==> src/rtl/rsq_pkg.sv <==
package rsq_pkg;
  typedef enum logic [2:0] {
    PH_IDLE   = 3'd0,
    PH_ADDR   = 3'd1,
    PH_SETUP  = 3'd2,
    PH_STROBE = 3'd3,
    PH_RECOV  = 3'd4
  } phase_e;

  // index of each phase count in the parameter arrays
  localparam int unsigned F_ADDR   = 0;
  localparam int unsigned F_SETUP  = 1;
  localparam int unsigned F_STROBE = 2;
  localparam int unsigned F_RECOV  = 3;
  localparam int unsigned NUM_F    = 4;
endpackage

==> src/rtl/rsq_param_latch.sv <==
module rsq_param_latch #(
  parameter int PW         = 4,
  parameter int MIN_ADDR   = 2,
  parameter int MIN_SETUP  = 2,
  parameter int MIN_STROBE = 1,
  parameter int MIN_RECOV  = 0
) (
  input  logic                              clk_i,
  input  logic                              rst_ni,
  input  logic                              load_i,
  input  logic [PW-1:0]                     t_addr_i,
  input  logic [PW-1:0]                     t_setup_i,
  input  logic [PW-1:0]                     t_strobe_i,
  input  logic [PW-1:0]                     t_recov_i,
  output logic [rsq_pkg::NUM_F-1:0][PW-1:0] clamp_o,
  output logic [rsq_pkg::NUM_F-1:0][PW-1:0] eff_o
);
  import rsq_pkg::*;

  localparam int MINS [NUM_F] = '{MIN_ADDR, MIN_SETUP, MIN_STROBE, MIN_RECOV};

  logic [NUM_F-1:0][PW-1:0] raw;
  assign raw = {t_recov_i, t_strobe_i, t_setup_i, t_addr_i};

  for (genvar g = 0; g < NUM_F; g++) begin : g_field
    localparam logic [PW-1:0] LO = PW'(MINS[g]);

    assign clamp_o[g] = (raw[g] < LO) ? LO : raw[g];

    always_ff @(posedge clk_i or negedge rst_ni) begin
      if (!rst_ni)     eff_o[g] <= LO;
      else if (load_i) eff_o[g] <= clamp_o[g];
    end
  end
endmodule

==> src/rtl/rsq_phase_ctr.sv <==
module rsq_phase_ctr #(
  parameter int PW = 4
) (
  input  logic          clk_i,
  input  logic          rst_ni,
  input  logic          load_i,
  input  logic [PW-1:0] load_val_i,
  input  logic          hold_i,
  output logic          done_o
);
  logic [PW-1:0] cnt_q;

  assign done_o = (cnt_q == '0);

  always_ff @(posedge clk_i or negedge rst_ni) begin
    if (!rst_ni)                cnt_q <= '0;
    else if (load_i)            cnt_q <= load_val_i;
    else if (!hold_i && !done_o) cnt_q <= cnt_q - 1'b1;
  end
endmodule

==> src/rtl/rsq_fsm.sv <==
module rsq_fsm (
  input  logic                   clk_i,
  input  logic                   rst_ni,
  input  logic                   req_i,
  input  logic                   wait_i,
  input  logic                   done_i,
  output rsq_pkg::phase_e        phase_o,
  output logic                   start_o,
  output logic                   load_o,
  output logic [1:0]             load_sel_o,
  output logic                   hold_o,
  output logic                   capture_o,
  output logic                   finish_o
);
  import rsq_pkg::*;

  phase_e phase_q, phase_d;

  assign phase_o = phase_q;

  always_comb begin
    phase_d    = phase_q;
    start_o    = 1'b0;
    load_o     = 1'b0;
    load_sel_o = 2'(F_ADDR);
    hold_o     = 1'b0;
    capture_o  = 1'b0;
    finish_o   = 1'b0;
    unique case (phase_q)
      PH_IDLE: begin
        if (req_i) begin
          phase_d = PH_ADDR;
          start_o = 1'b1;
          load_o  = 1'b1;
        end
      end
      PH_ADDR: begin
        hold_o = wait_i;
        if (!wait_i && done_i) begin
          phase_d    = PH_SETUP;
          load_o     = 1'b1;
          load_sel_o = 2'(F_SETUP);
        end
      end
      PH_SETUP: begin
        if (done_i) begin
          phase_d    = PH_STROBE;
          load_o     = 1'b1;
          load_sel_o = 2'(F_STROBE);
        end
      end
      PH_STROBE: begin
        hold_o = wait_i;
        if (!wait_i && done_i) begin
          phase_d    = PH_RECOV;
          load_o     = 1'b1;
          load_sel_o = 2'(F_RECOV);
          capture_o  = 1'b1;
        end
      end
      PH_RECOV: begin
        if (done_i) begin
          phase_d  = PH_IDLE;
          finish_o = 1'b1;
        end
      end
      default: phase_d = PH_IDLE;
    endcase
  end

  always_ff @(posedge clk_i or negedge rst_ni) begin
    if (!rst_ni) phase_q <= PH_IDLE;
    else         phase_q <= phase_d;
  end
endmodule

==> src/rtl/rd_strobe_seq.sv <==
module rd_strobe_seq #(
  parameter int AW         = 16,
  parameter int DW         = 16,
  parameter int PW         = 4,
  parameter int MIN_ADDR   = 2,
  parameter int MIN_SETUP  = 2,
  parameter int MIN_STROBE = 1,
  parameter int MIN_RECOV  = 0
) (
  input  logic          clk_i,
  input  logic          rst_ni,
  input  logic          req_i,
  input  logic [AW-1:0] addr_i,
  input  logic [PW-1:0] t_addr_i,
  input  logic [PW-1:0] t_setup_i,
  input  logic [PW-1:0] t_strobe_i,
  input  logic [PW-1:0] t_recov_i,
  output logic          ack_o,
  output logic [DW-1:0] rdata_o,
  output logic [AW-1:0] bus_addr_o,
  output logic          bus_cs_no,
  output logic          bus_ds_no,
  input  logic [DW-1:0] bus_data_i,
  input  logic          bus_wait_i
);
  import rsq_pkg::*;

  phase_e                   phase;
  logic                     start, load, hold, capture, finish, done;
  logic [1:0]               load_sel;
  logic [NUM_F-1:0][PW-1:0] clamp, eff;
  logic [PW-1:0]            load_val;
  logic [AW-1:0]            addr_q;
  logic [DW-1:0]            rdata_q;
  logic                     ack_q;

  rsq_param_latch #(
    .PW        (PW),
    .MIN_ADDR  (MIN_ADDR),
    .MIN_SETUP (MIN_SETUP),
    .MIN_STROBE(MIN_STROBE),
    .MIN_RECOV (MIN_RECOV)
  ) u_param (
    .clk_i     (clk_i),
    .rst_ni    (rst_ni),
    .load_i    (start),
    .t_addr_i  (t_addr_i),
    .t_setup_i (t_setup_i),
    .t_strobe_i(t_strobe_i),
    .t_recov_i (t_recov_i),
    .clamp_o   (clamp),
    .eff_o     (eff)
  );

  rsq_fsm u_fsm (
    .clk_i     (clk_i),
    .rst_ni    (rst_ni),
    .req_i     (req_i),
    .wait_i    (bus_wait_i),
    .done_i    (done),
    .phase_o   (phase),
    .start_o   (start),
    .load_o    (load),
    .load_sel_o(load_sel),
    .hold_o    (hold),
    .capture_o (capture),
    .finish_o  (finish)
  );

  // first phase loads straight from the clamped inputs, later ones from the latch
  assign load_val = start ? clamp[load_sel] : eff[load_sel];

  rsq_phase_ctr #(.PW(PW)) u_ctr (
    .clk_i     (clk_i),
    .rst_ni    (rst_ni),
    .load_i    (load),
    .load_val_i(load_val),
    .hold_i    (hold),
    .done_o    (done)
  );

  always_ff @(posedge clk_i or negedge rst_ni) begin
    if (!rst_ni) begin
      addr_q  <= '0;
      rdata_q <= '0;
      ack_q   <= 1'b0;
    end else begin
      if (start)   addr_q  <= addr_i;
      if (capture) rdata_q <= bus_data_i;
      ack_q <= finish;
    end
  end

  assign bus_addr_o = addr_q;
  assign bus_cs_no  = !(phase == PH_ADDR || phase == PH_SETUP || phase == PH_STROBE);
  assign bus_ds_no  = (phase != PH_STROBE);
  assign rdata_o    = rdata_q;
  assign ack_o      = ack_q;
endmodule

==> config.mk <==
export PLATFORM = sky130hd
export DESIGN_NAME = rd_strobe_seq
export DESIGN_NICKNAME = d
export VERILOG_FILES = /design/src/rtl/rsq_pkg.sv /design/src/rtl/rsq_param_latch.sv /design/src/rtl/rsq_phase_ctr.sv /design/src/rtl/rsq_fsm.sv /design/src/rtl/rd_strobe_seq.sv
export SDC_FILE = /design/constraint.sdc
export NUM_CORES = 1
export LEC_CHECK = 0
export BUFFER_PORTS_ARGS = -buffer_cell sky130_fd_sc_hd__buf_2
export CAP_MARGIN = 5
export CORE_AREA = 3 3 81 83
export DETAILED_ROUTE_END_ITERATION = 8
export DIE_AREA = 0 0 84 86
export PLACE_DENSITY = 0.8
export SETUP_SLACK_MARGIN = 0.1
export SLEW_MARGIN = 20
export SYNTH_ARGS = -nofsm -noshare
export SYNTH_HDL_FRONTEND = slang
export SYNTH_SLANG_ARGS = --single-unit
==> constraint.sdc <==
create_clock -name clk_i -period 2.2 [get_ports clk_i]
set_input_delay 0.44 -clock clk_i [delete_from_list [all_inputs] [get_ports clk_i]]
set_output_delay 0.44 -clock clk_i [all_outputs]
set_load 0.05 [all_outputs]
# Word level (Yosys, flattened, before mapping)

Index checks and enable logic that the tools add are counted.

Reduce and logical (&&, ||, !) cells: 13
Order comparisons: 5
Eq/ne operators: 10
Add/sub/neg operators: 1
Mux-type cells: 29

Operators with widths:

| operator              | count |
|---|---|
| $mux W4               | 9 |
| $bmux W4 S2           | 2 |
| $mux W3               | 5 |
| $pmux W3 S5           | 1 |
| $lt A4 B1 Y1 const B  | 2 |
| $lt A4 B2 Y1 const B  | 2 |
| $mux W1               | 8 |
| $ne A2 B1 Y1 const B  | 4 |
| $eq A3 B2 Y1 const B  | 2 |
| $pmux W2 S3           | 1 |
| $reduce_and A5 Y1     | 1 |
| $logic_not A1 Y1      | 4 |
| $logic_not A4 Y1      | 1 |
| $mux W2               | 2 |
| $sub A4 B1 Y4 const B | 1 |
| $eq A3 B1 Y1 const B  | 1 |
| $eq A3 B3 Y1 const B  | 1 |
| $logic_not A3 Y1      | 1 |
| $lt A2 B3 Y1 const B  | 1 |
| $ne A3 B2 Y1 const B  | 1 |
| $pmux W1 S3           | 1 |
| $logic_and A1 B1 Y1   | 2 |
| $logic_or A1 B1 Y1    | 2 |
| $ne A2 B2 Y1 const B  | 1 |
| 2 further kinds       | 2 |

Flip-flop bits (word level): 56
Output and inout bits: 35
Logic and storage cells: 67
Bits of input ports: 52

# Depth between registers and ports, before layout

Gate-level depths: netlist of run 1.

Word-level depth: 8
Depth in mapped cells: 8
Depth with buffers taken out: 7

# Modules after synthesis

From an unflattened synthesis of run 1, not the netlist that was laid out.

Cell total of the unflattened synthesis: 188
Area total of the unflattened synthesis: 2,683.8 µm²

Modules (own cells, without submodules):

| module          | area each (µm²) | times used | seq. area each (µm²) | cells an instance |
|---|---|---|---|---|
| rd_strobe_seq   | 1,490.2         | 1          | 825.8                | 85 |
| rsq_param_latch | 718.2           | 1          | 404.1                | 52 |
| rsq_phase_ctr   | 249.0           | 1          | 100.1                | 25 |
| rsq_fsm         | 226.5           | 1          | 75.1                 | 26 |

# Worst setup path before layout of run 1

OpenSTA, ideal clock, no wires.

Path kind: flip-flop to flip-flop
From: register u_ctr.cnt_q[0]
To: register u_ctr.cnt_q[3]
Buffers on the path: 0
Cell stages (with the launch flop): 8
Setup time: 0.064 ns
Data arrival time: 1.896 ns
Clock period less this slack: 1.960 ns
Data required time: 2.136 ns
Setup slack: 0.240 ns
Cells stage by stage: dfrtp_1 -> inv_1 -> ha_1 -> or3b_4 -> or3_4 -> o21a_1 -> a2111oi_2 -> a221o_2

Word-level cells in the longest chain between the ends: 8
Elaborated cells between the ends (all ways): 20
Those cells by class: add/sub (1); mux (14); reduce/logical (5)

Ends and longest elaborated chain:

| what                                      | line                         | RTL |
|---|---|---|
| start, declared                           | rsq_phase_ctr.sv:11          | `logic [PW-1:0] cnt_q;` |
| start signal, assigned                    | rsq_phase_ctr.sv:17          | `else if (load_i) cnt_q <= load_val_i;` |
| start signal, assigned                    | rsq_phase_ctr.sv:18          | `else if (!hold_i && !done_o) cnt_q <= cnt_q - 1'b1;` |
| $logic_not A4 Y1                          | rsq_phase_ctr.sv:13          | `assign done_o = (cnt_q == '0);` |
| $logic_and A1 B1 Y1                       | rsq_fsm.sv:39, rsq_fsm.sv:54 |  |
| $mux W2 / $mux W1 (equally long branches) | rsq_fsm.sv:54, rsq_fsm.sv:39 |  |
| $pmux W2 S3                               | rsq_fsm.sv:29                | `unique case (phase_q)` |
| $bmux W4 S2                               | rd_strobe_seq.sv:71          | `assign load_val = start ? clamp[load_sel] : eff[load_sel];` |
| $mux W4 (not written as such)             | rd_strobe_seq.sv:71          |  |
| $mux W4                                   | rd_strobe_seq.sv:71          |  |
| $mux W4                                   | rsq_phase_ctr.sv:17          |  |

Several ways; a longest one is shown, not always the timed one. The select of a mux whose other input is x is not followed.
A chain may end at the register's enable or synchronous reset.

# Worst setup path in the final report of run 1

From: register u_fsm.phase_q[1], in the netlist u_fsm.phase_o[1]
To: output bus_cs_no

Word-level cells in the longest chain between the ends: 4
Elaborated cells between the ends (all ways): 6
Those cells by class: eq/ne (3); reduce/logical (3)

Ends and longest elaborated chain:

| what                                                | line                | RTL |
|---|---|---|
| start, declared                                     | rsq_fsm.sv:17       | `phase_e phase_q, phase_d;` |
| start signal, assigned                              | rsq_fsm.sv:73       | `else phase_q <= phase_d;` |
| $eq A3 B1 Y1 / $eq A3 B2 Y1 (equally long branches) | rd_strobe_seq.sv:95 | `assign bus_cs_no = !(phase == PH_ADDR \|\| phase == PH_SETUP \|\| phase == PH_STROBE);` |
| $logic_or A1 B1 Y1                                  | rd_strobe_seq.sv:95 |  |
| $logic_or A1 B1 Y1 (*)                              | rd_strobe_seq.sv:95 |  |
| $logic_not A1 Y1 (*)                                | rd_strobe_seq.sv:95 |  |
| end, declared                                       | rd_strobe_seq.sv:21 | `output logic bus_cs_no,` |

Mark *: on every way between the ends. The rest lies on a longest branch, timed or not.

==> results.sh, run 1 <==
export IMPL_status="completed"
export IMPL_layout_min_cycle_time_ps=1960
export IMPL_netlist_area_sq_um=2520
export IMPL_htree_num_levels=2
export IMPL_numCtsBuffers=5
export IMPL_root_buffer="clkbuf_8"
export IMPL_maxSlewHeadroom=0.701
export IMPL_syn_inst=252
export IMPL_antenna_found_initial=0
export IMPL_grt_pass1_wl_mm=9.63
export IMPL_tightest_slew_ps=443
export IMPL_arrival_ps=1520
export IMPL_finClkSkew_ps=4.69
export IMPL_ys_ff_latch=56
export IMPL_dieArea_sq_um=7220
export IMPL_rsz0062_at_grt="no"
export IMPL_p_sw_frac=0.480
export IMPL_avgViaCountPerCell=4.88
export IMPL_cts_tree="built"
export IMPL_criticalPathCategory="register to output pin"
export IMPL_r2r_cells=7
export IMPL_final_setup_tns_ps=0
export IMPL_p_clk_frac=0.109
export IMPL_slew_violations=0
export IMPL_vias=2055
export IMPL_p_comb_frac=0.524
export IMPL_grt_overflow=0
export IMPL_finalSetupViolations=0
export IMPL_dp_hpwl_mm=4.19
export IMPL_p_per_area_nw_per_um2=1520
export IMPL_diodes=0
export IMPL_post_drt_wl_per_cell_um=13.2
export IMPL_async_flop_share=1.00
export IMPL_syn_avg_cell_area_sq_um=10.0
export IMPL_nets=399
export IMPL_die_y_um=86
export IMPL_drt_total_wl_mm=5.58
export IMPL_holdBufCountCts=0
export IMPL_grt_usage=0.163
export IMPL_clkLatencyLatePin_ps=300
export IMPL_max_clock_freq_ghz=0.511
export IMPL_initial_core_util=0.426
export IMPL_core_area_sq_um=5920
export IMPL_syn_to_final_growth_pct=26.8
export IMPL_cap_violations=0
export IMPL_ys_flop_type="dfrtp_1"
export IMPL_p_leak_uw=0.00176
export IMPL_clkTransAtPathRegs_ps=90
export IMPL_drc_errors=0
export IMPL_ir_drop_uv=989
export IMPL_cts_sinks=56
export IMPL_ys_warn_count=0
export IMPL_crit_path_start_kind="register"
export IMPL_pin_count=87
export IMPL_synth_edf_count=0
export IMPL_drt_pass1_iterations=4
export IMPL_grt_max_degree=57
export IMPL_portBuffers=86
export IMPL_drt_initial_drc_count=146
export IMPL_finalCritPeriodShare=0.889
export IMPL_critPathMaxFanout=9
export IMPL_worst_setup_path_end_kind="output pin"
export IMPL_setup_slack_ps=244
export IMPL_grt_pass1_vias=2091
export IMPL_ant_nets=0
export IMPL_gp_congestion=0.935
export IMPL_die_x_um=84
export IMPL_rows=28
export IMPL_cts_buffer_depth=2
export IMPL_crit_required_ps=1760
export IMPL_synth_nets=306
export IMPL_finalHoldViolCount=0
export IMPL_synthDistinctLibCells=45
export IMPL_internal_power_uw=2530
export IMPL_ys_seq_area_frac=0.558
export IMPL_switchingPower_uw=2330
export IMPL_drive_gt1_frac=0.396
export IMPL_min_path_type="input pin to asynchronous set/reset pin"
export IMPL_pre_cts_slack_ps=97.2
export IMPL_seqPwrFrac=0.367
-- synth_stat cells (2+ instances only) --
library cell / instances / area (sq um)
nand2_2: 2 / 12.5
mux2i_1: 4 / 40.0
xor2_1: 2 / 17.5
o21ai_0: 6 / 30.0
nand2_1: 99 / 372
or2_2: 2 / 12.5
nor4_1: 3 / 18.8
ha_1: 2 / 25.0
o21a_1: 2 / 15.0
nor3_1: 2 / 10.0
mux2_2: 17 / 191
xnor2_1: 2 / 17.5
o311ai_0: 2 / 17.5
buf_1: 2 / 7.51
dfrtp_1: 53 / 1330
a21oi_1: 3 / 15.0
nand3_1: 2 / 10.0
inv_1: 4 / 15.0
buf_2: 6 / 30.0
clkbuf_1: 2 / 7.51
nor2_1: 9 / 33.8
dfstp_2: 3 / 78.8
-- path summary, 6_finish.rpt --
path / start / end / slack [ps]
max in group asynchronous: rst_ni / u_param.eff_o[5]$_DFFE_PN1N_ / 1780
worst min register to register: u_param.eff_o[5]$_DFFE_PN1N_ / u_param.eff_o[5]$_DFFE_PN1N_ / 470
worst min-delay path: rst_ni / ack_o$_DFF_PN0_ / 110
worst max register to register: u_ctr.cnt_q[1]$_DFFE_PN0P_ / u_ctr.cnt_q[3]$_DFFE_PN0P_ / 250
min in group clk_i: addr_i[3] / bus_addr_o[3]$_DFFE_PN0N_ / 320
worst max-delay path: u_fsm.phase_o[1]$_DFFE_PN0P_ / bus_cs_no / 240
-- layer usage --
metal / part of all wire / global-route usage
met5: 0 / 0
met4: 0.017 / 0.0541
met3: 0.050 / 0.0346
met2: 0.49 / 0.268
met1: 0.45 / 0.217
-- cell type report --
cell class                 instances  area, sq um
sequential                        56         1410
fill                             542         2730
clock buffer                       7         76.3
tap                               75         93.8
inverter                           4         15.0
timing repair buffer              97          538
multi-input combinational        181         1060
clock inverter                     1         5.00
-- metrics by stage --
step	total power (uW)	cells	hold slack, ps	area (sq um)	utilization
detailed placement	4330	410	451	3080	0.520
CTS	4890	419	129	3170	0.535
global placement	4270	410	446	3080	0.520
global route	5190	421	140	3190	0.540
floorplan	3690	252	144	2520	-
finish	4860	421	109	3190	0.540
-- power by group through the flow --
stage	logic [uW]	clock network, uW	registers (uW)
final	2550	530	1790
after global routing	2740	598	1850
after CTS	2540	556	1790
after detailed placement	2520	0	1810
after global placement	2480	0	1790
after floorplan	935	0	2760
-- flip-flops by register name, summed over array words and instances (netlist names) --
register,cells
u_fsm.phase_o,3
u_ctr.cnt_q,4
u_param.eff_o,16
ack_o,1
bus_addr_o,16
rdata_o,16
-- critical path, stage by stage (launching register included) --
cell and delay, ps:
dfrtp_1 450, buf_4 220, nor2_1 60, or2_2 270, buf_2 210
-- what timing repair did --
| item | 4_1_cts | 5_1_grt |
|---|---|---|
| setup buffers | 1 | 2 |
| resized for setup | 0 | 4 |
| setup endpoints to repair | 1 | 18 |
| pin swaps | 0 | 2 |
-- cell usage in the layout (no fill, tap or decap), types with 3 or more instances in the layout --
cell type / netlist / layout
inv_1: 4 / 3
mux2_2: 17 / 17
clkbuf_8: 0 / 5
dfstp_2: 3 / 3
a21oi_1: 3 / 3
dfrtp_1: 53 / 53
buf_4: 1 / 9
nand2_1: 99 / 99
o21ai_0: 6 / 6
mux2i_1: 4 / 4
nor4_1: 3 / 3
nor2_1: 9 / 9
buf_2: 6 / 86
-- cell families (layout without fill, tap and decap cells) --
group	Yosys count	count (layout)	share of synthesized area
adders and majority gates	2	2	0.00993
DFF	56	56	0.558
xor gates and xnor gates	4	4	0.0139
AOI/OAI and AO/OA	23	23	0.0670
and+or+nand+nor	131	131	0.233
buffers and inverters	15	109	0.0268
muxes	21	21	0.0919
No activity file was read; power rests on OpenSTA's default activity.
==> run 2, diff against run 1 <==
Settings changed: CORE_AREA 3 3 81 83 to 3 3 85 79, CTS_BUF_LIST from default to sky130_fd_sc_hd__clkbuf_4 sky130_fd_sc_hd__clkbuf_8, DIE_AREA 0 0 84 86 to 0 0 88 82.
==> run 2 against run 1 <==
Global-route usage is 0.38 points higher. Worst hold slack got worse by 35 ps. Cell area is 1.9% higher. Final cell count is 1.2% higher. Clock skew is essentially flat. Critical path type is now register to register. Largest cell class unchanged.
==> results.sh, run 2 (same netlist as run 1, synthesis figures left out) <==
export IMPL_status="completed"
export IMPL_drt_pass1_iterations=5
export IMPL_ant_nets=0
export IMPL_worstPathCellList="inv_1 > ha_1 > or3b_4 > buf_4 > nor2_2 > buf_4 > nand2_1 > a311oi_2 > o31a_1"
export IMPL_syn_to_final_growth_pct=29.2
export IMPL_cpPeakStageDelay_ps=400
export IMPL_crit_path_frequent_cell="buf_4"
export IMPL_tightest_slew_ps=496
export IMPL_holdBufCountCts=0
export IMPL_rows=27
export IMPL_htree_num_levels=2
export IMPL_crit_path_start_kind="register"
export IMPL_drt_initial_drc_count=130
export IMPL_r2r_end="u_ctr.cnt_q[1]$_DFFE_PN0P_"
export IMPL_rsz0062_at_grt="yes"
export IMPL_finalSetupViolations=0
export IMPL_final_setup_tns_ps=0
export IMPL_cpMaxStageDelayCell="dfrtp_1"
export IMPL_p_per_area_nw_per_um2=1530
export IMPL_avgViaCountPerCell=4.94
export IMPL_layout_commonest_cell="nand2_1"
export IMPL_max_clock_freq_ghz=0.494
export IMPL_holdWs_ps=73.8
export IMPL_min_path_type="input pin to asynchronous set/reset pin"
export IMPL_crit_required_ps=2450
export IMPL_vias=2103
export IMPL_ir_drop_uv=856
export IMPL_diodes=0
export IMPL_grt_max_degree=23
export IMPL_r2r_start="u_ctr.cnt_q[1]$_DFFE_PN0P_"
export IMPL_nets=407
export IMPL_drc_errors=0
export IMPL_clkLatencyLatePin_ps=300
export IMPL_r2r_cells=9
export IMPL_grt_usage=0.167
export IMPL_root_buffer="clkbuf_8"
export IMPL_grt_overflow=0
export IMPL_cts_sinks=56
export IMPL_fin_util=0.544
export IMPL_pin_count=87
export IMPL_initial_core_util=0.421
export IMPL_gp_congestion=0.912
export IMPL_core_area_sq_um=5980
export IMPL_placedCellCount=414
export IMPL_cts_tree="built"
export IMPL_dp_hpwl_mm=4.49
export IMPL_grt_pass1_vias=2041
export IMPL_cap_violations=0
export IMPL_reg2reg_slack_ps=180
export IMPL_criticalPathCategory="register to register"
export IMPL_numCtsBuffers=5
export IMPL_worst_setup_path_end_kind="register"
export IMPL_die_x_um=88
export IMPL_final_cell_mix="nand2_1 (99), buf_2 (86), dfrtp_1 (53)"
export IMPL_post_drt_wl_per_cell_um=13.4
export IMPL_maxSlewHeadroom=0.665
export IMPL_dieArea_sq_um=7220
export IMPL_cts_buffer_depth=2
export IMPL_grt_pass1_wl_mm=9.54
export IMPL_clkTransAtPathRegs_ps=90
export IMPL_finalHoldViolCount=0
export IMPL_arrival_ps=2270
export IMPL_drt_total_wl_mm=5.71
export IMPL_layout_min_cycle_time_ps=2020
export IMPL_slew_violations=0
export IMPL_critPathMaxFanout=3
export IMPL_die_y_um=82
export IMPL_p_leak_uw=0.00180
export IMPL_portBuffers=86
export IMPL_finalCritPeriodShare=0.920
export IMPL_finClkSkew_ps=4.29
export IMPL_stdcell_count=426
export IMPL_antenna_found_initial=0
export IMPL_drive_gt1_frac=0.412
[run 2: changes by cell type in the layout (fill, tap and decap cells not counted), sizes merged]
cell / change
clkbuf: -1
clkinvlp: +2
clkinv: -1
buf: +8
[run 2: repair_timing]
action,4_1_cts,5_1_grt
setup endpoints to repair,1,20
pin swaps,0,3
setup buffers,2,2
resized for setup,0,5
[run 2: report_power, final]
part / switching [uW] / total (uW) / internal (uW) / leakage, uW
Combinational: 1800 / 2620 / 814 / 0.00105
Sequential: 267 / 1790 / 1520 / 0.000698
Clock: 320 / 576 / 255 / 0.0000434
Total: 2390 / 4980 / 2590 / 0.00180
[run 2: area by class of cell]
cell class | instances | area (sq um)
Multi-Input combinational cell | 181 | 1070
Fill cell | 547 | 2720
Sequential cell | 56 | 1410
Timing Repair Buffer | 105 | 573
Clock inverter | 2 | 15.0
Tap cell | 72 | 90.1
Inverter | 4 | 15.0
Clock buffer | 6 | 82.6
[run 2: how the worst max path moves through the flow]
| stage | cells past startpoint | start | endpoint | slack (ps) |
|---|---|---|---|---|
| finish | 9 | u_ctr.cnt_q[1]$_DFFE_PN0P_ | u_ctr.cnt_q[1]$_DFFE_PN0P_ | 180 |
| global placement | 7 | u_ctr.cnt_q[0]$_DFFE_PN0P_ | u_ctr.cnt_q[3]$_DFFE_PN0P_ | 170 |
| global route | 9 | u_ctr.cnt_q[0]$_DFFE_PN0P_ | u_ctr.cnt_q[1]$_DFFE_PN0P_ | 70 |
| detailed placement | 7 | u_ctr.cnt_q[0]$_DFFE_PN0P_ | u_ctr.cnt_q[3]$_DFFE_PN0P_ | 100 |
| floorplan | 7 | u_ctr.cnt_q[0]$_DFFE_PN0P_ | u_ctr.cnt_q[3]$_DFFE_PN0P_ | 240 |
| CTS | 7 | u_ctr.cnt_q[1]$_DFFE_PN0P_ | u_ctr.cnt_q[3]$_DFFE_PN0P_ | 130 |
[run 2: critical path: cells and delay by family, from the launching register on]
family                     cells  cell delay (ps)
and+or+nand+nor                3              610
buffers and inverters          3              390
adders and majority gates      1              170
AOI/OAI and AO/OA              2              380
DFF                            1              400
[run 2: layer usage]
metal	global-route usage	routed length, um	up-vias
met3	0.0371	381	10
met1	0.231	2470	990
met2	0.268	2770	65
met5	0	0	-
met4	0.0383	81	0
li1	-	-	1038
[run 2: through the flow]
step	setup WS [ps]	instance area [sq um]	total power, uW
after floorplan	240	2520	3690
after global placement	175	3100	4290
after detailed placement	105	3100	4360
after CTS	133	3210	4980
after global routing	67.1	3260	5310
final	176	3260	4980
